`src/rtl/irq_mux_pkg.sv`:
```
// Package: register addresses and configuration field positions shared by
// the interrupt multiplexer modules. Assumes an 8-bit register address.
package irq_mux_pkg;
    localparam logic [7:0] A_DEFAULT = 8'h00;  // default handler address
    localparam logic [7:0] A_VECTOR  = 8'h02;  // winner address, read acks
    localparam logic [7:0] A_EOS     = 8'h03;  // end-of-service, write only
    localparam logic [7:0] A_CFG     = 8'h40;  // per-source configuration
    localparam logic [7:0] A_HADDR   = 8'h80;  // per-source handler address
    localparam int CFG_EN_BIT    = 0;
    localparam int CFG_ROUTE_BIT = 1;
    localparam int CFG_PRIO_LSB  = 8;
endpackage

```
`src/rtl/irq_cfg_regs.sv`:
```
// Module: per-source configuration store and read-back mux.
// Holds enable, route, priority and handler address for each implemented
// source, plus the default address. Sources at or above NUM_IMPL are tied
// to zero. Assumes NUM_SRC <= 64 so both windows fit the 8-bit address.
module irq_cfg_regs
    import irq_mux_pkg::*;
#(
    parameter int NUM_SRC  = 8,
    parameter int NUM_IMPL = 6,
    parameter int PRIO_W   = 4,
    parameter int ADDR_W   = 32
) (
    input  logic                       clk,
    input  logic                       rst_n,
    input  logic                       bus_wr,
    input  logic [7:0]                 bus_addr,
    input  logic [ADDR_W-1:0]          bus_wdata,
    output logic [NUM_SRC-1:0]         en_vec,
    output logic [NUM_SRC-1:0]         fast_vec,
    output logic [NUM_SRC*PRIO_W-1:0]  prio_flat,
    output logic [NUM_SRC*ADDR_W-1:0]  haddr_flat,
    output logic [ADDR_W-1:0]          dflt_addr,
    output logic [ADDR_W-1:0]          cfg_rdata
);
    localparam int PRIO_MSB = CFG_PRIO_LSB + PRIO_W - 1;

    // Default handler address register.
    always_ff @(posedge clk) begin
        if (!rst_n)
            dflt_addr <= '0;
        else if (bus_wr && bus_addr == A_DEFAULT)
            dflt_addr <= bus_wdata;
    end

    for (genvar g = 0; g < NUM_SRC; g++) begin : g_src
        if (g < NUM_IMPL) begin : g_impl
            // Configuration word and handler address for one source.
            always_ff @(posedge clk) begin
                if (!rst_n) begin
                    en_vec[g]                     <= 1'b0;
                    fast_vec[g]                   <= 1'b0;
                    prio_flat[g*PRIO_W +: PRIO_W] <= '0;
                    haddr_flat[g*ADDR_W +: ADDR_W] <= '0;
                end else if (bus_wr) begin
                    if (bus_addr == (A_CFG + 8'(g))) begin
                        en_vec[g]                     <= bus_wdata[CFG_EN_BIT];
                        fast_vec[g]                   <= bus_wdata[CFG_ROUTE_BIT];
                        prio_flat[g*PRIO_W +: PRIO_W] <= bus_wdata[PRIO_MSB:CFG_PRIO_LSB];
                    end
                    if (bus_addr == (A_HADDR + 8'(g)))
                        haddr_flat[g*ADDR_W +: ADDR_W] <= bus_wdata;
                end
            end
        end else begin : g_tied
            // Unimplemented source: permanently disabled.
            assign en_vec[g]                      = 1'b0;
            assign fast_vec[g]                    = 1'b0;
            assign prio_flat[g*PRIO_W +: PRIO_W]  = '0;
            assign haddr_flat[g*ADDR_W +: ADDR_W] = '0;
        end
    end

    // Read-back mux for the default, configuration and handler windows.
    always_comb begin
        cfg_rdata = '0;
        if (bus_addr == A_DEFAULT)
            cfg_rdata = dflt_addr;
        for (int i = 0; i < NUM_SRC; i++) begin
            if (bus_addr == (A_CFG + 8'(i))) begin
                cfg_rdata[CFG_EN_BIT]                = en_vec[i];
                cfg_rdata[CFG_ROUTE_BIT]             = fast_vec[i];
                cfg_rdata[PRIO_MSB:CFG_PRIO_LSB]     = prio_flat[i*PRIO_W +: PRIO_W];
            end
            if (bus_addr == (A_HADDR + 8'(i)))
                cfg_rdata = haddr_flat[i*ADDR_W +: ADDR_W];
        end
    end
endmodule

```
`src/rtl/irq_prio_arb.sv`:
```
// Module: priority arbiter for normal-line candidates.
// Picks the candidate with the largest priority value; on a tie the
// lowest index wins because only a strictly larger value replaces it.
// Purely combinational; assumes NUM_SRC >= 2.
module irq_prio_arb #(
    parameter int NUM_SRC = 8,
    parameter int PRIO_W  = 4,
    localparam int IDW    = $clog2(NUM_SRC)
) (
    input  logic                      clk,
    input  logic                      rst_n,
    input  logic [NUM_SRC-1:0]        cand,
    input  logic [NUM_SRC*PRIO_W-1:0] prio_flat,
    output logic                      win_valid,
    output logic [IDW-1:0]            win_id
);
    logic [PRIO_W-1:0] best;

    // Linear scan keeping the best priority seen so far.
    always_comb begin
        win_valid = 1'b0;
        win_id    = '0;
        best      = '0;
        for (int i = 0; i < NUM_SRC; i++) begin
            if (cand[i] && (!win_valid || prio_flat[i*PRIO_W +: PRIO_W] > best)) begin
                win_valid = 1'b1;
                win_id    = IDW'(i);
                best      = prio_flat[i*PRIO_W +: PRIO_W];
            end
        end
    end


    winner_is_candidate_chk: assert property (@(posedge clk) disable iff (!rst_n)
        win_valid |-> cand[win_id]);
endmodule

```
`src/rtl/irq_service_ctl.sv`:
```
// Module: in-service tracker for the normal line.
// Set by an acknowledge (vector read with a winner), cleared by an
// end-of-service write; clearing takes precedence. No nesting.
module irq_service_ctl (
    input  logic clk,
    input  logic rst_n,
    input  logic ack,
    input  logic eos,
    output logic busy
);
    // Track whether a normal interrupt is being serviced.
    always_ff @(posedge clk) begin
        if (!rst_n)
            busy <= 1'b0;
        else if (eos)
            busy <= 1'b0;
        else if (ack)
            busy <= 1'b1;
    end


    ack_sets_busy_chk: assert property (@(posedge clk) disable iff (!rst_n)
        ack && !eos |=> busy);

    eos_clears_busy_chk: assert property (@(posedge clk) disable iff (!rst_n)
        eos |=> !busy);

    busy_holds_chk: assert property (@(posedge clk) disable iff (!rst_n)
        busy && !eos |=> busy);
endmodule

```
`src/rtl/irq_two_line_mux.sv`:
```
// Module: top of the two-line interrupt multiplexer.
// Combines the configuration store, the normal-line arbiter and the
// in-service tracker. Requests and handler_addr are combinational from
// src_irq and register state; bus_rdata is combinational from bus_addr.
module irq_two_line_mux
    import irq_mux_pkg::*;
#(
    parameter int NUM_SRC  = 8,
    parameter int NUM_IMPL = 6,
    parameter int PRIO_W   = 4,
    parameter int ADDR_W   = 32
) (
    input  logic               clk,
    input  logic               rst_n,
    input  logic [NUM_SRC-1:0] src_irq,
    input  logic               bus_wr,
    input  logic               bus_rd,
    input  logic [7:0]         bus_addr,
    input  logic [ADDR_W-1:0]  bus_wdata,
    output logic [ADDR_W-1:0]  bus_rdata,
    output logic               fast_req,
    output logic               norm_req,
    output logic [ADDR_W-1:0]  handler_addr
);
    localparam int IDW = $clog2(NUM_SRC);

    logic [NUM_SRC-1:0]        en_vec, fast_vec, cand;
    logic [NUM_SRC*PRIO_W-1:0] prio_flat;
    logic [NUM_SRC*ADDR_W-1:0] haddr_flat;
    logic [ADDR_W-1:0]         dflt_addr, cfg_rdata;
    logic                      win_valid, busy, ack, eos;
    logic [IDW-1:0]            win_id;

    irq_cfg_regs #(
        .NUM_SRC(NUM_SRC), .NUM_IMPL(NUM_IMPL), .PRIO_W(PRIO_W), .ADDR_W(ADDR_W)
    ) u_cfg (
        .clk(clk), .rst_n(rst_n), .bus_wr(bus_wr), .bus_addr(bus_addr),
        .bus_wdata(bus_wdata), .en_vec(en_vec), .fast_vec(fast_vec),
        .prio_flat(prio_flat), .haddr_flat(haddr_flat),
        .dflt_addr(dflt_addr), .cfg_rdata(cfg_rdata)
    );

    // Normal-line candidates: asserted, enabled, routed normal.
    assign cand = src_irq & en_vec & ~fast_vec;

    irq_prio_arb #(.NUM_SRC(NUM_SRC), .PRIO_W(PRIO_W)) u_arb (
        .clk(clk), .rst_n(rst_n), .cand(cand), .prio_flat(prio_flat),
        .win_valid(win_valid), .win_id(win_id)
    );

    // Acknowledge on a vector read that finds a presentable winner.
    assign ack = bus_rd && bus_addr == A_VECTOR && win_valid && !busy;
    assign eos = bus_wr && bus_addr == A_EOS;

    irq_service_ctl u_svc (
        .clk(clk), .rst_n(rst_n), .ack(ack), .eos(eos), .busy(busy)
    );

    // Request lines: fast is a plain OR, normal is gated by service.
    assign fast_req = |(src_irq & en_vec & fast_vec);
    assign norm_req = win_valid && !busy;

    // Handler address: winner's entry, else the default for spurious reads.
    always_comb begin
        handler_addr = dflt_addr;
        if (norm_req)
            handler_addr = haddr_flat[win_id*ADDR_W +: ADDR_W];
    end

    // Register read data: vector register or the configuration windows.
    assign bus_rdata = (bus_addr == A_VECTOR) ? handler_addr : cfg_rdata;


    no_request_after_ack_chk: assert property (@(posedge clk) disable iff (!rst_n)
        ack && !eos |=> !norm_req);
endmodule

```
`config.mk`:
```
export PLATFORM = sky130hd
export DESIGN_NAME = irq_two_line_mux
export DESIGN_NICKNAME = d
export VERILOG_FILES = /design/src/rtl/irq_mux_pkg.sv /design/src/rtl/irq_cfg_regs.sv /design/src/rtl/irq_prio_arb.sv /design/src/rtl/irq_service_ctl.sv /design/src/rtl/irq_two_line_mux.sv
export SDC_FILE = /design/constraint.sdc
export NUM_CORES = 1
export LEC_CHECK = 0
export BUFFER_PORTS_ARGS = -buffer_cell sky130_fd_sc_hd__buf_2
export CELL_PAD_IN_SITES_DETAIL_PLACEMENT = 1
export CELL_PAD_IN_SITES_GLOBAL_PLACEMENT = 1
export CORE_MARGIN = 2
export CORE_UTILIZATION = 41
export CTS_CLUSTER_SIZE = 14
export DETAILED_ROUTE_END_ITERATION = 8
export GPL_TIMING_DRIVEN = 0
export HOLD_SLACK_MARGIN = 0.02
export PLACE_DENSITY = 0.74
export SYNTH_ARGS = -nofsm -noshare
export SYNTH_HDL_FRONTEND = slang
export SYNTH_SLANG_ARGS = --single-unit
```
`constraint.sdc`:
```
create_clock -name clk -period 10.25 [get_ports clk]
set_clock_uncertainty 0.2 [all_clocks]
set_input_delay 1.025 -clock clk [delete_from_list [all_inputs] [get_ports clk]]
set_output_delay 1.025 -clock clk [all_outputs]
set_load 0.05 [all_outputs]
```
==> flow_summary.json, run 1 <==
{
  "yosysWarningCount": 0,
  "yosysTopAreaCell": "dfxtp_1",
  "crit_required_ns": 9.03,
  "clockBufferDepth": 3,
  "cts_tree": "built",
  "synth_edf_count": 0,
  "failed_checks": "setup timing",
  "finalCritPeriodShare_pct": 101,
  "wirelength_mm": 74.0,
  "finalSetupTns_ns": -0.560,
  "final_util_pct": 55.4,
  "drt_iter0_drc": 1851,
  "syn_avg_cell_area_sq_um": 7.70,
  "drtAntennaViolNets": 0,
  "crit_path_max_fanout": 8,
  "grt_max_degree": 13,
  "placed_area_sq_um": 16400,
  "yosysSeqAreaShare_pct": 35.9,
  "final_cells": 2565,
  "setup_slack_ns": -0.0831,
  "die_area_sq_um": 37000,
  "dp_slack_ns": -2.77,
  "hp-start": "u_cfg.haddr_flat[171]",
  "whs_ns": 0.276,
  "maxCapViolations": 0,
  "syn_nets": 1961,
  "slowest_stage": "mux2_2",
  "yosysTopAreaCellShare_pct": 35.9,
  "cts-root-buf": "clkbuf_16",
  "gp_congestion": 0.971,
  "power_leakage_nw": 6.47,
  "nets": 2158,
  "firstDrtPassIters": 9,
  "vias_per_cell": 6.50,
  "final-hold-violation-count": 0,
  "stdcell_area_sq_um": 19200,
  "clock_latency_ns": 0.50,
  "cts_made_buffers": 34,
  "port_buffers": 110,
  "path_class": "in -> out",
  "htreeDepth": 2,
  "reg2reg_from": "u_cfg.fast_vec[0]",
  "drc_errors": 0,
  "dp.cells": 2455,
  "dp_hpwl_mm": 50.2,
  "end_kind": "output pin",
  "grt_overflow": 0,
  "status": "complete, but fails checks",
  "row_count": 68,
  "ir_drop_mv": 0.111,
  "synth_area_leaders": "dfxtp_1, nand2_1, a21boi_0",
  "vias": 16700,
  "die_w_microns": 192,
  "grt_antenna_before_repair": 0,
  "grt_pass1_wl_mm": 105,
  "powerDensity_nw_per_um2": 124,
  "max_freq_mhz": 96.8,
  "gr-usage-all-layers_pct": 38.5,
  "die_y_microns": 192,
  "wl_per_cell_microns": 28.8,
  "crit_start": "src_irq[0]",
  "initial_core_util_pct": 41.9,
  "setup_viol": 26,
  "final_cell_mix": "nand2_1, dfxtp_1, a21boi_0",
  "rsz0062_at_grt": "yes",
  "syn2layout_area_growth_pct": 32.3,
  "period_needed_ns": 10.33,
  "grt_pass1_vias": 16600,
  "final_common_cell": "nand2_1",
  "clkTransAtPathRegs_ns": 0.06,
  "fp.coreArea_sq_um": 34700,
  "synth_ff_type": "dfxtp_1",
  "critical_path.startpoint_type": "input pin",
  "syn_inst": 1889,
  "arrival_ns": 9.11,
  "cts.sinks": 261,
  "synthArstFlopShare_pct": 0,
  "io_pins": 118,
  "crit_path_max_incr_delay_ns": 0.39,
  "ys_ff_latch": 261,
  "slew-limit-headroom_pct": 3.71,
  "tightest_slew_ns": 1.44,
  "yosysUniqueCellTypes": 73,
  "drive_gt1_share_pct": 21.3,
  "fillers": 4127,
  "hp-class": "reg -> reg",
  "synth_area_sq_um": 14500,
  "slew_violations": 0,
  "power_mw": 2.38,
  "n_antenna_cell": 0
}
-- final timing paths --
kind	slack, ns	depth (start not counted)	to
max	-0.08	46	bus_rdata[0]
min	0.28	2	u_cfg.haddr_flat[171]
max reg2reg	8.39	6	u_svc.busy
min reg2reg	0.28	2	u_cfg.haddr_flat[171]
-- layout make-up --
| type | instances | area [sq um] | share of cell area [%] |
|---|---|---|---|
| multi-input combinational | 1438 | 9910 | 51.5 |
| sequential | 261 | 5230 | 27.2 |
| timing repair buffer | 163 | 1370 | 7.14 |
| clock buffer | 52 | 1060 | 5.51 |
| buffer | 165 | 913 | 4.75 |
| tap | 455 | 569 | 2.96 |
| clock inverter | 8 | 96.3 | 0.501 |
| inverter | 23 | 88.8 | 0.462 |
-- synthesized netlist by cell type (all sizes together) (9+ instances only) --
cell type,instances
a221oi,48
clkbuf,129
a222oi,27
o211ai,34
dfxtp,261
o31ai,54
and3,30
o21ai,16
mux2i,23
o22ai,33
ha,20
nand2,588
nor2b,16
and2,13
a21oi,27
a21boi,253
nor2,36
inv,22
nor3,16
buf,38
nand4,29
nand3,48
nand3b,9
a22oi,44
-- routing by layer --
layer  routed length [microns]  share of wire [%]  track usage (%)  vias to the layer above
li1                          -                  -                -                     7190
met3                      6830                9.2             6.67                      226
met2                     33600                 45             61.3                      965
met4                      3750                5.1             19.3                        0
met5                         0                  0                0                        -
met1                     29800                 40             50.1                     8286
-- critical path: cells and delay by family --
family	cells	cell delay, ns
AO/OA/AOI/OAI	16	3.34
adder cells (fa/ha/maj)	5	0.94
buffers and inverters	11	1.42
multiplexers	4	1.21
AND/OR/NAND/NOR	10	1.15
-- flip-flops by register name, summed over array words and instances (netlist names) --
| signal | flops |
|---|---|
| u_svc.busy | 1 |
| u_cfg.fast_vec | 6 |
| u_cfg.dflt_addr | 32 |
| u_cfg.en_vec | 6 |
| u_cfg.prio_flat | 24 |
| u_cfg.haddr_flat | 192 |
-- repair_timing --
| action | CTS | global route |
|---|---|---|
| resized for setup | 204 | 139 |
| buffers inserted | 27 | 21 |
| hold buffers | 0 | 0 |
| endpoints found under the setup margin | 64 | 64 |
| gates cloned | 0 | 4 |
| pin swaps | 33 | 48 |
-- cells by family (layout without fill, tap and decap cells) --
logic type,after synthesis,after routing,synth area share (%)
and+or+nand+nor,808,808,24.3
AOI/OAI and AO/OA,580,580,30.6
DFF,261,261,35.9
buffers and inverters,190,411,5.29
muxes,30,30,2.13
adders and majority gates,20,20,1.72
-- where the power goes --
group          total (mW)  internal [mW]  switching [mW]
logic               0.108         0.0322          0.0760
clock network        1.25          0.762           0.491
registers            1.02           1.02         0.00140
total                2.38           1.81           0.568
Note: power is estimated with default switching activity, not from simulation.
==> run 2, diff against run 1 <==
- ABC_AREA: not set -> 1
- CORE_UTILIZATION: 41 -> 39
==> flow_summary.json, run 2 <==
{
  "io_pins": 118,
  "internal-power_mw": 1.69,
  "ir_drop_mv": 0.126,
  "powerDensity_nw_per_um2": 136,
  "setup_viol": 0,
  "syn_inst": 2181,
  "synth_most_common_cell": "nand2_1",
  "rsz0062_at_grt": "no",
  "clkTransAtPathRegs_ns": 0.06,
  "yosysWarningCount": 0,
  "syn_nets": 2253,
  "wl_met2_mm": 31.1,
  "maxCapViolations": 0,
  "grt_pass1_wl_mm": 103,
  "drt_iter0_drc": 1596,
  "final-hold-violation-count": 0,
  "syn2layout_area_growth_pct": 15.7,
  "row_count": 69,
  "wirelength_mm": 69.6,
  "power_leakage_nw": 6.70,
  "drtAntennaViolNets": 0,
  "seq_power_share_pct": 45.4,
  "cts-root-buf": "clkbuf_16",
  "synth_area_sq_um": 14200,
  "cts_tree": "built",
  "final_cells": 2811,
  "status": "completed",
  "finalSetupTns_ns": 0,
  "firstDrtPassIters": 5,
  "slew_violations": 0,
  "met3_length_mm": 5.98,
  "grt_pass1_vias": 16900,
  "synth_area_leaders": "dfxtp_1, o21ai_0, nand2_1",
  "port_buffers": 113,
  "cts.sinks": 261,
  "cp_top_family": "simple AND/OR/NAND/NOR gates",
  "synth_ff_type": "dfxtp_1",
  "sw_frac_of_total_pct": 24.8,
  "hp-class": "reg -> reg",
  "max_freq_mhz": 106,
  "clockBufferDepth": 3,
  "reg2reg_from": "u_cfg.en_vec[0]",
  "crit_required_ns": 9.03,
  "crit_path_max_incr_delay_ns": 0.35,
  "largest_reg_flops": 192,
  "clock_latency_ns": 0.57,
  "routedLengthMet1_mm": 29.4,
  "cp_common_cell": "nand2_1",
  "final_common_cell": "nand2_1",
  "pwr-share-clk_pct": 49.7,
  "period_needed_ns": 9.46,
  "final_cell_mix": "nand2_1, o21ai_0, dfxtp_1",
  "cts_made_buffers": 30,
  "gp_congestion": 0.945,
  "syn_avg_cell_area_sq_um": 6.51,
  "vias": 16700,
  "grt_overflow": 0,
  "die_area_sq_um": 38000,
  "final_util_pct": 46.0,
  "reg_top3": "u_cfg.haddr_flat (192), u_cfg.dflt_addr (32), u_cfg.prio_flat (24)",
  "vias_per_cell": 5.93,
  "nets": 2400,
  "drc_errors": 0,
  "path_buf_inv": 7,
  "arrival_ns": 8.23,
  "p_comb_share_pct": 4.9,
  "crit_path_max_fanout": 10,
  "drive_gt1_share_pct": 10.1,
  "hp-start": "u_cfg.haddr_flat[153]",
  "finalCritPeriodShare_pct": 92.3,
  "whs_ns": 0.273,
  "die_y_microns": 195,
  "largest_register": "u_cfg.haddr_flat",
  "end_kind": "output pin",
  "gr-usage-all-layers_pct": 35.9,
  "critical_path.startpoint_type": "input pin",
  "yosysTopAreaCellShare_pct": 36.8,
  "synth_edf_count": 0,
  "yosysUniqueCellTypes": 34,
  "slowest_stage": "buf_2",
  "fp.coreArea_sq_um": 35700,
  "wl_per_cell_microns": 24.8,
  "htreeDepth": 1,
  "ys_ff_latch": 261,
  "synthArstFlopShare_pct": 0,
  "n_antenna_cell": 0,
  "initial_core_util_pct": 39.7,
  "p_switching_mw": 0.556,
  "tightest_slew_ns": 1.13,
  "yosysSeqAreaShare_pct": 36.8,
  "dp.cells": 2755,
  "grt_antenna_before_repair": 0,
  "synth_common_cells": "nand2_1, o21ai_0, dfxtp_1, a21oi_1, inv_1",
  "path_class": "in -> out",
  "die_w_microns": 195,
  "slew-limit-headroom_pct": 24.4,
  "dp_hpwl_mm": 49.5,
  "crit_start": "src_irq[0]",
  "grt_max_degree": 15,
  "power_mw": 2.24,
  "holdBufCountCts": 0,
  "top_layer": "met4",
  "yosysTopAreaCell": "dfxtp_1"
}
## run 2: cell types whose count changed after synthesis, sizes merged, moves of 150 or more
cell | previous run | this run
o21ai | 16 | 329
a21boi | 253 | 3
a21oi | 27 | 259
inv | 22 | 246
nand3 | 48 | 207
nand2 | 588 | 438
## run 2: metal layers
metal / vias to the layer above / global-route usage [%]
met5: - / 0
met4: 0 / 15.5
met3: 188 / 6.59
met2: 759 / 58.2
met1: 8138 / 46.8
li1: 7594 / -
## run 2: timing repair
| action | in CTS | in global routing |
|---|---|---|
| gates resized for setup | 0 | 62 |
| buffers inserted | 0 | 2 |
| setup endpoints to repair | 0 | 64 |
## run 2: kinds of logic (layout without fill, tap and decap cells)
kind of cell,after synthesis,count (layout),share of synthesized area (%)
AO/OA/AOI/OAI,650,650,24.5
buffers and inverters,410,579,11.5
flip-flops,261,261,36.8
AND/OR/NAND/NOR,840,840,25.5
adder cells (fa/ha/maj),20,20,1.76
## run 2: final cells by class
class / instances / area (sq um)
clock inverters: 8 / 65.1
fillers: 4830 / 19300
plain buffers: 160 / 734
multi-input cells: 1510 / 7360
inverters: 250 / 938
clock buffers: 46 / 932
flip-flops and latches: 261 / 5230
well taps: 461 / 577
repair buffers: 115 / 596
## run 2: worst paths after layout
check / slack, ns / endpoint / depth (start not counted)
setup reg to reg: 3.24 / u_svc.busy / 49
hold / removal: 0.27 / u_cfg.haddr_flat[153] / 2
hold reg to reg: 0.27 / u_cfg.haddr_flat[153] / 2
setup / recovery: 0.79 / bus_rdata[11] / 55
## run 2: worst min-delay path: stages, from the launching register on
cell	delay, ns
dfxtp_1	0.31
inv_1	0.06
a21oi_1	0.06
## run 2: per-stage QoR
step / area [sq um] / worst slack [ns]
floorplan: 14200 / 1.67
CTS: 16300 / 0.123
global placement: 15300 / 0.321
finish: 16400 / 0.793
global route: 16400 / 0.0539
detailed placement: 15300 / 0.163
## run 2: power by group through the flow
stage	sequential [mW]	combinational, mW	clock [mW]
after floorplan	1.04	0.0501	0
after global placement	1.04	0.103	0
after detailed placement	1.04	0.106	0
after CTS	1.02	0.106	1.11
after global routing	1.02	0.118	1.15
final	1.02	0.111	1.11
==> run 3, diff against run 2 <==
--- a/config.mk
+++ b/config.mk
@@ -17,3 +17,3 @@
 export HOLD_SLACK_MARGIN = 0.02
-export PLACE_DENSITY = 0.74
+export PLACE_DENSITY_LB_ADDON = 0.12
 export SYNTH_ARGS = -nofsm -noshare
--- a/constraint.sdc
+++ b/constraint.sdc
@@ -4,2 +4,2 @@
 set_output_delay 1.025 -clock clk [all_outputs]
-set_load 0.05 [all_outputs]
+set_load 0.02 [all_outputs]
==> flow_summary.json, run 3 (synthesized netlist as in run 2, its figures left out) <==
{
  "cp_common_cell": "nand2_1",
  "grt_pass1_wl_mm": 103,
  "status": "completed",
  "powerDensity_nw_per_um2": 137,
  "cts_made_buffers": 31,
  "dp.cells": 2755,
  "dp_hpwl_mm": 49.3,
  "clkTransAtPathRegs_ns": 0.06,
  "wl_per_cell_microns": 24.7,
  "stdcell_area_sq_um": 16400,
  "final_cell_mix": "nand2_1, o21ai_0, dfxtp_1",
  "slew_violations": 0,
  "finalCritPeriodShare_pct": 93.4,
  "grt_pass1_vias": 16500,
  "final_cells": 2813,
  "ir_drop_mv": 0.144,
  "gp_congestion": 0.959,
  "setup_viol": 0,
  "hp-class": "reg -> reg",
  "nets": 2400,
  "vias_per_cell": 5.95,
  "n_antenna_cell": 0,
  "drt_iter0_drc": 1677,
  "firstDrtPassIters": 5,
  "setup_slack_ns": 0.680,
  "cts_tree": "built",
  "drive_gt1_share_pct": 9.86,
  "slew-limit-headroom_pct": 26.5,
  "arrival_ns": 8.35,
  "critical_path.startpoint_type": "input pin",
  "crit_path_max_incr_delay_ns": 0.36,
  "maxCapViolations": 0,
  "final_util_pct": 45.9,
  "fp.coreArea_sq_um": 35700,
  "power_mw": 2.24,
  "grt_overflow": 0,
  "syn2layout_area_growth_pct": 15.5,
  "die_w_microns": 195,
  "placed_area_sq_um": 15300,
  "crit_path_max_fanout": 10,
  "power_leakage_nw": 6.68,
  "crit_required_ns": 9.03,
  "io_pins": 118,
  "slowest_stage": "ha_1",
  "htreeDepth": 1,
  "fillers": 4790,
  "clockBufferDepth": 3,
  "path_class": "in -> out",
  "drtAntennaViolNets": 0,
  "die_y_microns": 195,
  "largest_reg_flops": 192,
  "whs_ns": 0.270,
  "row_count": 69,
  "clock_latency_ns": 0.57,
  "finalSetupTns_ns": 0,
  "reg_top3": "u_cfg.haddr_flat (192), u_cfg.dflt_addr (32), u_cfg.prio_flat (24)",
  "die_area_sq_um": 38000,
  "gr-usage-all-layers_pct": 35.9,
  "wirelength_mm": 69.4,
  "port_buffers": 113,
  "cts-root-buf": "clkbuf_16",
  "max_freq_mhz": 104,
  "dp_slack_ns": 0.296,
  "drc_errors": 0,
  "final-hold-violation-count": 0,
  "largest_register": "u_cfg.haddr_flat",
  "tightest_slew_ns": 1.10,
  "initial_core_util_pct": 39.7,
  "rsz0062_at_grt": "no",
  "end_kind": "output pin",
  "cts.sinks": 261,
  "vias": 16700,
  "final_common_cell": "nand2_1",
  "grt_antenna_before_repair": 1,
  "period_needed_ns": 9.57,
  "grt_max_degree": 16
}
run 3: final cells by class:
cell class | count | area [sq um] | area share (%)
buffer | 160 | 738 | 4.50
clock buffer | 51 | 941 | 5.73
clock inverter | 6 | 61.3 | 0.374
inverter | 250 | 938 | 5.72
multi-input combinational | 1510 | 7350 | 44.8
sequential | 261 | 5230 | 31.8
tap | 461 | 577 | 3.52
timing repair buffer | 114 | 573 | 3.49
run 3: worst paths after layout:
check,start,end,slack (ns),cells after the start
worst max-delay path,src_irq[0],bus_rdata[1],0.68,55
worst min-delay path,u_cfg.haddr_flat[146],u_cfg.haddr_flat[146],0.27,2
worst max register to register,u_cfg.en_vec[0],u_svc.busy,3.17,47
worst min register to register,u_cfg.haddr_flat[146],u_cfg.haddr_flat[146],0.27,2
run 3: critical path: cells and delay by family:
family,cells,cell delay (ns)
AO/OA/AOI/OAI,11,1.90
buffers and inverters,7,0.92
adder cells (fa/ha/maj),5,1.55
AND/OR/NAND/NOR,32,2.93
run 3: report_power, final:
group | internal (mW) | switching [mW]
Combinational | 0.0246 | 0.0839
Clock | 0.646 | 0.472
Sequential | 1.02 | 0.00128
Total | 1.69 | 0.557
run 3: timing repair:
action / 4_1_cts / 5_1_grt
hold buffers: 0 / 0
setup buffers: 0 / 1
setup endpoints to repair: 0 / 64
gates resized for setup: 0 / 48
run 3: metal layers:
metal  up-vias  GRT usage, %  wire (microns)
li1       7600             -               -
met1      8088          47.7           28900
met2       839          57.1           31000
met3       204          6.72            6450
met4         2          15.0            2980
met5         -             0              14
